### src/rtl/rsp_pkg.sv
package rsp_pkg;

    localparam int GF_MAXW = 16;

    typedef logic [GF_MAXW-1:0] gf_word_t;

    typedef enum logic [1:0] {
        ST_IDLE,
        ST_DATA,
        ST_PARITY
    } enc_state_e;

    typedef struct packed {
        logic valid;
        logic last;
    } out_ctl_t;

    // Shift-and-add product in GF(2^m); poly includes the x^m term.
    function automatic gf_word_t gf_mul(input gf_word_t a, input gf_word_t b,
                                        input gf_word_t poly, input int m);
        gf_word_t acc;
        gf_word_t sh;
        acc = '0;
        sh  = a;
        for (int i = 0; i < GF_MAXW; i++) begin
            if (i < m) begin
                if (b[i]) acc = acc ^ sh;
                sh = sh << 1;
                if (sh[m]) sh = sh ^ poly;
            end
        end
        return acc;
    endfunction

    // base^e by square-and-multiply over the m exponent bits.
    function automatic gf_word_t gf_pow(input gf_word_t base, input gf_word_t e,
                                        input gf_word_t poly, input int m);
        gf_word_t res;
        gf_word_t b;
        res = gf_word_t'(1);
        b   = base;
        for (int i = 0; i < GF_MAXW; i++) begin
            if (i < m) begin
                if (e[i]) res = gf_mul(res, b, poly, m);
                b = gf_mul(b, b, poly, m);
            end
        end
        return res;
    endfunction

    // Coefficient idx (of x^idx) of prod_{r=1..nroots} (x + alpha^r).
    function automatic gf_word_t gen_coef(input int idx, input int nroots,
                                          input gf_word_t poly, input int m);
        gf_word_t c [64];
        gf_word_t root;
        for (int i = 0; i < 64; i++) c[i] = '0;
        c[0] = gf_word_t'(1);
        root = gf_word_t'(2);
        for (int r = 0; r < nroots; r++) begin
            for (int i = 63; i >= 1; i--) c[i] = c[i-1] ^ gf_mul(c[i], root, poly, m);
            c[0] = gf_mul(c[0], root, poly, m);
            root = gf_mul(root, gf_word_t'(2), poly, m);
        end
        return c[idx];
    endfunction

endpackage

### src/rtl/rsp_scale.sv
module rsp_scale import rsp_pkg::*; #(
    parameter int         M         = 3,
    parameter logic [M:0] PRIM_POLY = 4'b1011
) (
    input  logic         clk,
    input  logic         rst,
    input  logic         start,
    input  logic [M-1:0] step_in,
    input  logic         adv,
    input  logic [M-1:0] sym_in,
    output logic [M-1:0] sym_out,
    output logic [M-1:0] pow_o
);

    localparam gf_word_t POLY_W = gf_word_t'(PRIM_POLY);

    function automatic logic [M-1:0] fmul(input logic [M-1:0] a, input logic [M-1:0] b);
        gf_word_t r;
        r = gf_mul(gf_word_t'(a), gf_word_t'(b), POLY_W, M);
        return r[M-1:0];
    endfunction

    logic [M-1:0] pow_q, step_q;
    logic [M-1:0] cur_pow, cur_step;

    // Symbol 0 of a block always sees power 1.
    assign cur_pow  = start ? M'(1) : pow_q;
    assign cur_step = start ? step_in : step_q;
    assign sym_out  = fmul(sym_in, cur_pow);
    assign pow_o    = pow_q;

    always_ff @(posedge clk) begin
        if (rst) begin
            pow_q  <= M'(1);
            step_q <= M'(1);
        end else begin
            if (start) step_q <= step_in;
            if (adv)        pow_q <= fmul(cur_pow, cur_step);
            else if (start) pow_q <= M'(1);
        end
    end

    assert_pow_nonzero_R5: assert property (@(posedge clk) disable iff (rst)
        pow_q != '0);

endmodule

### src/rtl/rsp_lfsr.sv
module rsp_lfsr import rsp_pkg::*; #(
    parameter int         M         = 3,
    parameter int         T2        = 2,
    parameter logic [M:0] PRIM_POLY = 4'b1011
) (
    input  logic         clk,
    input  logic         rst,
    input  logic         feed,
    input  logic         drain,
    input  logic [M-1:0] din,
    output logic [M-1:0] par_out
);

    localparam gf_word_t POLY_W = gf_word_t'(PRIM_POLY);

    function automatic logic [M-1:0] fmul(input logic [M-1:0] a, input logic [M-1:0] b);
        gf_word_t r;
        r = gf_mul(gf_word_t'(a), gf_word_t'(b), POLY_W, M);
        return r[M-1:0];
    endfunction

    logic [T2-1:0][M-1:0] gco;
    logic [T2-1:0][M-1:0] r_q, nxt;
    logic [M-1:0]         fb;

    for (genvar j = 0; j < T2; j++) begin : g_coef
        localparam gf_word_t GW = gen_coef(j, T2, POLY_W, M);
        assign gco[j] = GW[M-1:0];
    end

    assign fb      = din ^ r_q[T2-1];
    assign par_out = r_q[T2-1];

    always_comb begin
        nxt[0] = feed ? fmul(fb, gco[0]) : '0;
        for (int j = 1; j < T2; j++)
            nxt[j] = r_q[j-1] ^ (feed ? fmul(fb, gco[j]) : '0);
    end

    always_ff @(posedge clk) begin
        if (rst)                r_q <= '0;
        else if (feed || drain) r_q <= nxt;
    end

    assert_feed_drain_excl_R2: assert property (@(posedge clk) disable iff (rst)
        !(feed && drain));

endmodule

### src/rtl/rsp_encoder.sv
module rsp_encoder import rsp_pkg::*; #(
    parameter int         M         = 3,
    parameter int         T         = 1,
    parameter logic [M:0] PRIM_POLY = 4'b1011
) (
    input  logic         clk,
    input  logic         rst,
    input  logic         in_valid,
    output logic         in_ready,
    input  logic         in_sob,
    input  logic [M-1:0] in_sym,
    input  logic [M-1:0] h_sel,
    output logic         out_valid,
    output logic [M-1:0] out_sym,
    output logic         out_last
);

    localparam int         N      = (1 << M) - 1;
    localparam int         T2     = 2 * T;
    localparam int         K      = N - T2;
    localparam int         CW     = $clog2(N + 1);
    localparam gf_word_t   POLY_W = gf_word_t'(PRIM_POLY);
    localparam logic [M+1:0] NW   = (M+2)'(N);

    function automatic logic [M-1:0] fmul(input logic [M-1:0] a, input logic [M-1:0] b);
        gf_word_t r;
        r = gf_mul(gf_word_t'(a), gf_word_t'(b), POLY_W, M);
        return r[M-1:0];
    endfunction

    enc_state_e    state_q;
    logic [CW-1:0] cnt_q;
    out_ctl_t      ctl_q;
    logic [M-1:0]  sym_q;

    logic fire, start, take, emit_par;
    logic [M+1:0] hsum, e_out_w;
    logic [M-1:0] e_out, e_in, step_fwd, step_bwd;
    gf_word_t     pw_fwd, pw_bwd;
    logic [M-1:0] scaled_in, inner_sym, out_next, lfsr_head;
    logic [M-1:0] pow_in, pow_out;

    assign in_ready = (state_q != ST_PARITY);
    assign fire     = in_valid && in_ready;
    assign start    = fire && (state_q == ST_IDLE) && in_sob;
    assign take     = start || (fire && (state_q == ST_DATA));
    assign emit_par = (state_q == ST_PARITY);

    // Output step alpha^(h-1), input step alpha^-(h-1), exponents mod n.
    always_comb begin
        hsum    = {2'b00, h_sel} + NW - (M+2)'(1);
        e_out_w = (hsum >= NW) ? hsum - NW : hsum;
        e_out   = e_out_w[M-1:0];
        e_in    = (e_out == '0) ? '0 : M'(N) - e_out;
        pw_fwd  = gf_pow(gf_word_t'(2), gf_word_t'(e_out), POLY_W, M);
        pw_bwd  = gf_pow(gf_word_t'(2), gf_word_t'(e_in), POLY_W, M);
        step_fwd = pw_fwd[M-1:0];
        step_bwd = pw_bwd[M-1:0];
    end

    rsp_scale #(.M(M), .PRIM_POLY(PRIM_POLY)) u_scale_in (
        .clk(clk), .rst(rst), .start(start), .step_in(step_bwd), .adv(take),
        .sym_in(in_sym), .sym_out(scaled_in), .pow_o(pow_in)
    );

    rsp_lfsr #(.M(M), .T2(T2), .PRIM_POLY(PRIM_POLY)) u_lfsr (
        .clk(clk), .rst(rst), .feed(take), .drain(emit_par),
        .din(scaled_in), .par_out(lfsr_head)
    );

    assign inner_sym = emit_par ? lfsr_head : scaled_in;

    rsp_scale #(.M(M), .PRIM_POLY(PRIM_POLY)) u_scale_out (
        .clk(clk), .rst(rst), .start(start), .step_in(step_fwd), .adv(take || emit_par),
        .sym_in(inner_sym), .sym_out(out_next), .pow_o(pow_out)
    );

    always_ff @(posedge clk) begin
        if (rst) begin
            state_q <= ST_IDLE;
            cnt_q   <= '0;
            ctl_q   <= '0;
            sym_q   <= '0;
        end else begin
            ctl_q.valid <= take || emit_par;
            ctl_q.last  <= emit_par && (cnt_q == CW'(T2 - 1));
            sym_q       <= out_next;
            if (take) begin
                if (cnt_q == CW'(K - 1)) begin
                    state_q <= ST_PARITY;
                    cnt_q   <= '0;
                end else begin
                    state_q <= ST_DATA;
                    cnt_q   <= cnt_q + CW'(1);
                end
            end else if (emit_par) begin
                if (cnt_q == CW'(T2 - 1)) begin
                    state_q <= ST_IDLE;
                    cnt_q   <= '0;
                end else begin
                    cnt_q <= cnt_q + CW'(1);
                end
            end
        end
    end

    assign out_valid = ctl_q.valid;
    assign out_last  = ctl_q.last;
    assign out_sym   = sym_q;

    assert_accept_to_out_R3: assert property (@(posedge clk) disable iff (rst)
        take |=> out_valid);

    assert_last_valid_R1: assert property (@(posedge clk) disable iff (rst)
        out_last |-> out_valid);

    assert_ready_after_last_R2: assert property (@(posedge clk) disable iff (rst)
        out_last |-> in_ready);

    // the two stages cancel while information symbols pass.
    assert_scale_inverse_R4: assert property (@(posedge clk) disable iff (rst)
        (state_q == ST_DATA) |-> (fmul(pow_in, pow_out) == M'(1)));

    assert_lfsr_empty_at_start_R5: assert property (@(posedge clk) disable iff (rst)
        start |-> (lfsr_head == '0));

endmodule

### config.mk
export PLATFORM = sky130hd
export DESIGN_NAME = rsp_encoder
export DESIGN_NICKNAME = d
export VERILOG_FILES = /design/src/rtl/rsp_pkg.sv /design/src/rtl/rsp_scale.sv /design/src/rtl/rsp_lfsr.sv /design/src/rtl/rsp_encoder.sv
export SDC_FILE = /design/constraint.sdc
export NUM_CORES = 1
export LEC_CHECK = 0
export BUFFER_PORTS_ARGS = -buffer_cell sky130_fd_sc_hd__buf_2
export CAP_MARGIN = 0
export CELL_PAD_IN_SITES_DETAIL_PLACEMENT = 1
export CELL_PAD_IN_SITES_GLOBAL_PLACEMENT = 2
export CORE_UTILIZATION = 40
export CTS_BUF_LIST = sky130_fd_sc_hd__clkbuf_8 sky130_fd_sc_hd__clkbuf_16
export CTS_CLUSTER_DIAMETER = 120
export CTS_CLUSTER_SIZE = 14
export DETAILED_ROUTE_END_ITERATION = 12
export GPL_ROUTABILITY_DRIVEN = 1
export PLACE_DENSITY = 0.93
export RECOVER_POWER = 25
export SLEW_MARGIN = 20
export SYNTH_ARGS = -nofsm -noshare
export SYNTH_HDL_FRONTEND = slang
export SYNTH_HIERARCHICAL = 1
export SYNTH_SLANG_ARGS = --single-unit
### constraint.sdc
create_clock -name clk -period 5.2 [get_ports clk]
set_input_delay 0 -clock clk [delete_from_list [all_inputs] [get_ports clk]]
set_output_delay 0 -clock clk [all_outputs]
set_load 0.01 [all_outputs]
==> summary.txt <==
clk buf depth -> 2
Syn. warnings -> 6
# H-tree levels -> 1
# diodes -> 0
Starting Density -> 0.425
Worst R2R Start -> state_q[1]
crit path to -> out_sym[0]
ys flop type -> dfxtp_1
routed length per instance -> 15.3 um
slew margin rel. -> 0.615
GPL Wtd Cong -> 0.765
die area -> 6350 um2
CTS root buffer -> clkbuf_8
RSZ-0062 raised after global routing -> no
Max stage delay on crit path -> 0.38 ns
setup TNS -> 0 ns
Power Density -> 271 nW/um2
final hold viol count -> 0
Worst-Margin Slew -> 0.578 ns
Worst Path Required -> 5.36 ns
CP arrival -> 3.24 ns
first-pass GRT wire length -> 9500 um
Mapped Nets -> 316
post-DP HPWL -> 4050 um
detailed-route DRC error count -> 0
DR pass1 iterations -> 4
Core Box Area -> 5680 um2
CTS tree -> built
status -> finished, final reports clean
Worst-path clk slew -> 0.10 ns
post-synth top area share -> 0.232
dpl cells -> 362
Routed Antenna Nets -> 0
number of max-cap violations -> 0
critical path class -> reg -> reg
EDFF count, synth -> 0
CTS Buf Count -> 3
most frequent cells after synthesis -> 32 x nand2_1, 28 x dfxtp_1, 19 x a21oi_1
chip width -> 79.7 um
post-route minimum period -> 3.07 ns
nets -> 315
CP most frequent cell -> nand2_1
Hold-fix buffers, CTS -> 0
CTS Sinks -> 28
crit path launch type -> flop
area grow syn2layout -> 2.80%
largest net degree at the start of global routing -> 42
post-CTS setup buffer count -> 0
worst vdd ir -> 0.000113 V
Synth async-reset ratio -> 0
Via-to-Cell Ratio -> 5.68
synthesized area -> 2410 um2
layout cells sized above 1 -> 0.133
Slew Limit Fails -> 0
leading area contributor after synthesis -> dfxtp_1
CP Cell Sequence -> nand2b_1, nor3b_2, buf_4, nand2b_1, mux2i_1, a21oi_1, xor2_1, nand2_1, nand2_1, nand2_1, xor2_1, o21ai_0, a22o_1, nor2b_1
total grt overflow -> 0
worst reg2reg path depth -> 14
register area share after synthesis -> 0.232
Hold Worst Slack -> 0.0619 ns
skew final -> 0.00360 ns
vias in the first global route -> 2013
initial antenna violation count -> 0
Rows -> 27
First DRT Iteration DRCs -> 57
top cells by area, synth -> dfxtp_1 23%, ha_1 5.2%, nand2_1 5.0%
Post-Syn Instances -> 296
GRT Total Usage -> 0.185
reg2reg end -> out_sym[0]
Mapped Avg Cell Area -> 8.15 um2
Die Y-Extent -> 79.7 um
Clock Latency Late Sink -> 0.28 ns
Worst path slowest cell -> buf_4
Hold WC Path Type -> in -> reg
critical-path maximum fanout -> 41
Final Cycle Share -> 0.591
Synth cell types -> 60
reg2reg setup slack -> 2.13 ns
most numerous cell in the Yosys netlist -> nand2_1
PortBufs -> 15
total wire length -> 5600 um
io pins -> 16
Lkg Pwr -> 0.934 nW
# setup viols final -> 0
vias -> 2079
Resize count post-CTS -> 0
Highest Clock Rate -> 325 MHz
CP startpoint -> state_q[1]
synthesized flop and latch total -> 28
non-filler instance count after layout -> 366
CP Capture Type -> flop
layout make-up:
| cell class | instances | area, um2 |
|---|---|---|
| Clock inverter | 1 | 30.0 |
| Timing Repair Buffer | 16 | 76.3 |
| Fill cell | 713 | 3190 |
| Tap cell | 72 | 90.1 |
| Sequential cell | 28 | 561 |
| Inverter | 15 | 56.3 |
| Multi-Input combinational cell | 231 | 1630 |
| Clock buffer | 3 | 41.3 |
how the worst min path moves through the flow:
stage / start / endpoint / slack, ns / cells after the start
2_1_floorplan: rst / u_scale_in/step_q[1] / 0.07 / 1
3_3_place_gp: in_sob / state_q[0] / 0.36 / 3
3_5_place_dp: in_sob / state_q[0] / 0.36 / 3
4_1_cts: in_sob / state_q[0] / 0.05 / 3
5_1_grt: in_sob / state_q[0] / 0.08 / 3
6_report: in_sob / state_q[0] / 0.06 / 3
power by group:
part	internal, mW	switching (mW)
combinational	0.106	0.123
sequential	0.236	0.0281
clock	0.103	0.0750
total	0.446	0.226
placed cells by master (no fill, tap or decap), types with 4 or more instances in the layout:
cell type,n
a21oi_1,19
a22oi_1,5
a31oi_1,11
buf_2,10
clkbuf_1,5
dfxtp_1,28
ha_1,10
inv_1,14
mux2i_1,7
nand2_1,32
nand2b_1,13
nand3_1,9
nor2_1,11
nor2b_1,9
nor3b_1,9
o21ai_0,10
o21ai_1,4
or3_1,8
xnor2_1,10
xor2_1,5
worst max-delay path, delay by kind of cell, from the launching register on:
kind | cells | cell delay (ns)
xor+xnor | 2 | 0.47
compound gates | 3 | 0.55
simple gates | 7 | 1.11
mux | 1 | 0.07
flops | 1 | 0.35
buf+inv | 1 | 0.38
sequential cells by signal (all words and copies together) (netlist names), 2 cells and up:
name and count:
u_lfsr/r_q 3, u_lfsr/par_out 3, out_sym 3, u_scale_in/step_q 3, u_scale_out/step_q 3, state_q 2
u_scale_out/pow_o 3, u_scale_in/pow_o 3, cnt_q 3
through the flow:
stage | setup WS (ns) | util | power (mW) | area (um2)
6_report | 2.13 | 0.437 | 0.672 | 2480
5_1_grt | 1.90 | 0.437 | 0.713 | 2480
4_1_cts | 2.14 | 0.438 | 0.680 | 2490
3_5_place_dp | 2.16 | 0.426 | 0.499 | 2420
3_3_place_gp | 2.27 | 0.426 | 0.492 | 2420
2_1_floorplan | 2.17 | - | 0.464 | 2410
cells by family (layout without fill, tap and decap cells):
group | Yosys count | count (layout) | synth area share
DFF | 28 | 28 | 0.232
buffers and inverters | 37 | 35 | 0.0959
xor gates and xnor gates | 19 | 19 | 0.0850
muxes | 10 | 10 | 0.0430
adders and majority gates | 10 | 10 | 0.0518
AOI/OAI and AO/OA | 84 | 84 | 0.244
and+or+nand+nor | 108 | 108 | 0.248
routing by layer:
layer | track usage | vias to the layer above | share of wire | routed length, um
li1 | - | 1049 | - | -
met1 | 0.255 | 1006 | 0.51 | 2880
met2 | 0.306 | 20 | 0.46 | 2570
met3 | 0.0206 | 4 | 0.019 | 106
met4 | 0.0436 | 0 | 0.0079 | 44
met5 | 0 | - | 0 | 0
Power figures use the tool's default switching activity.
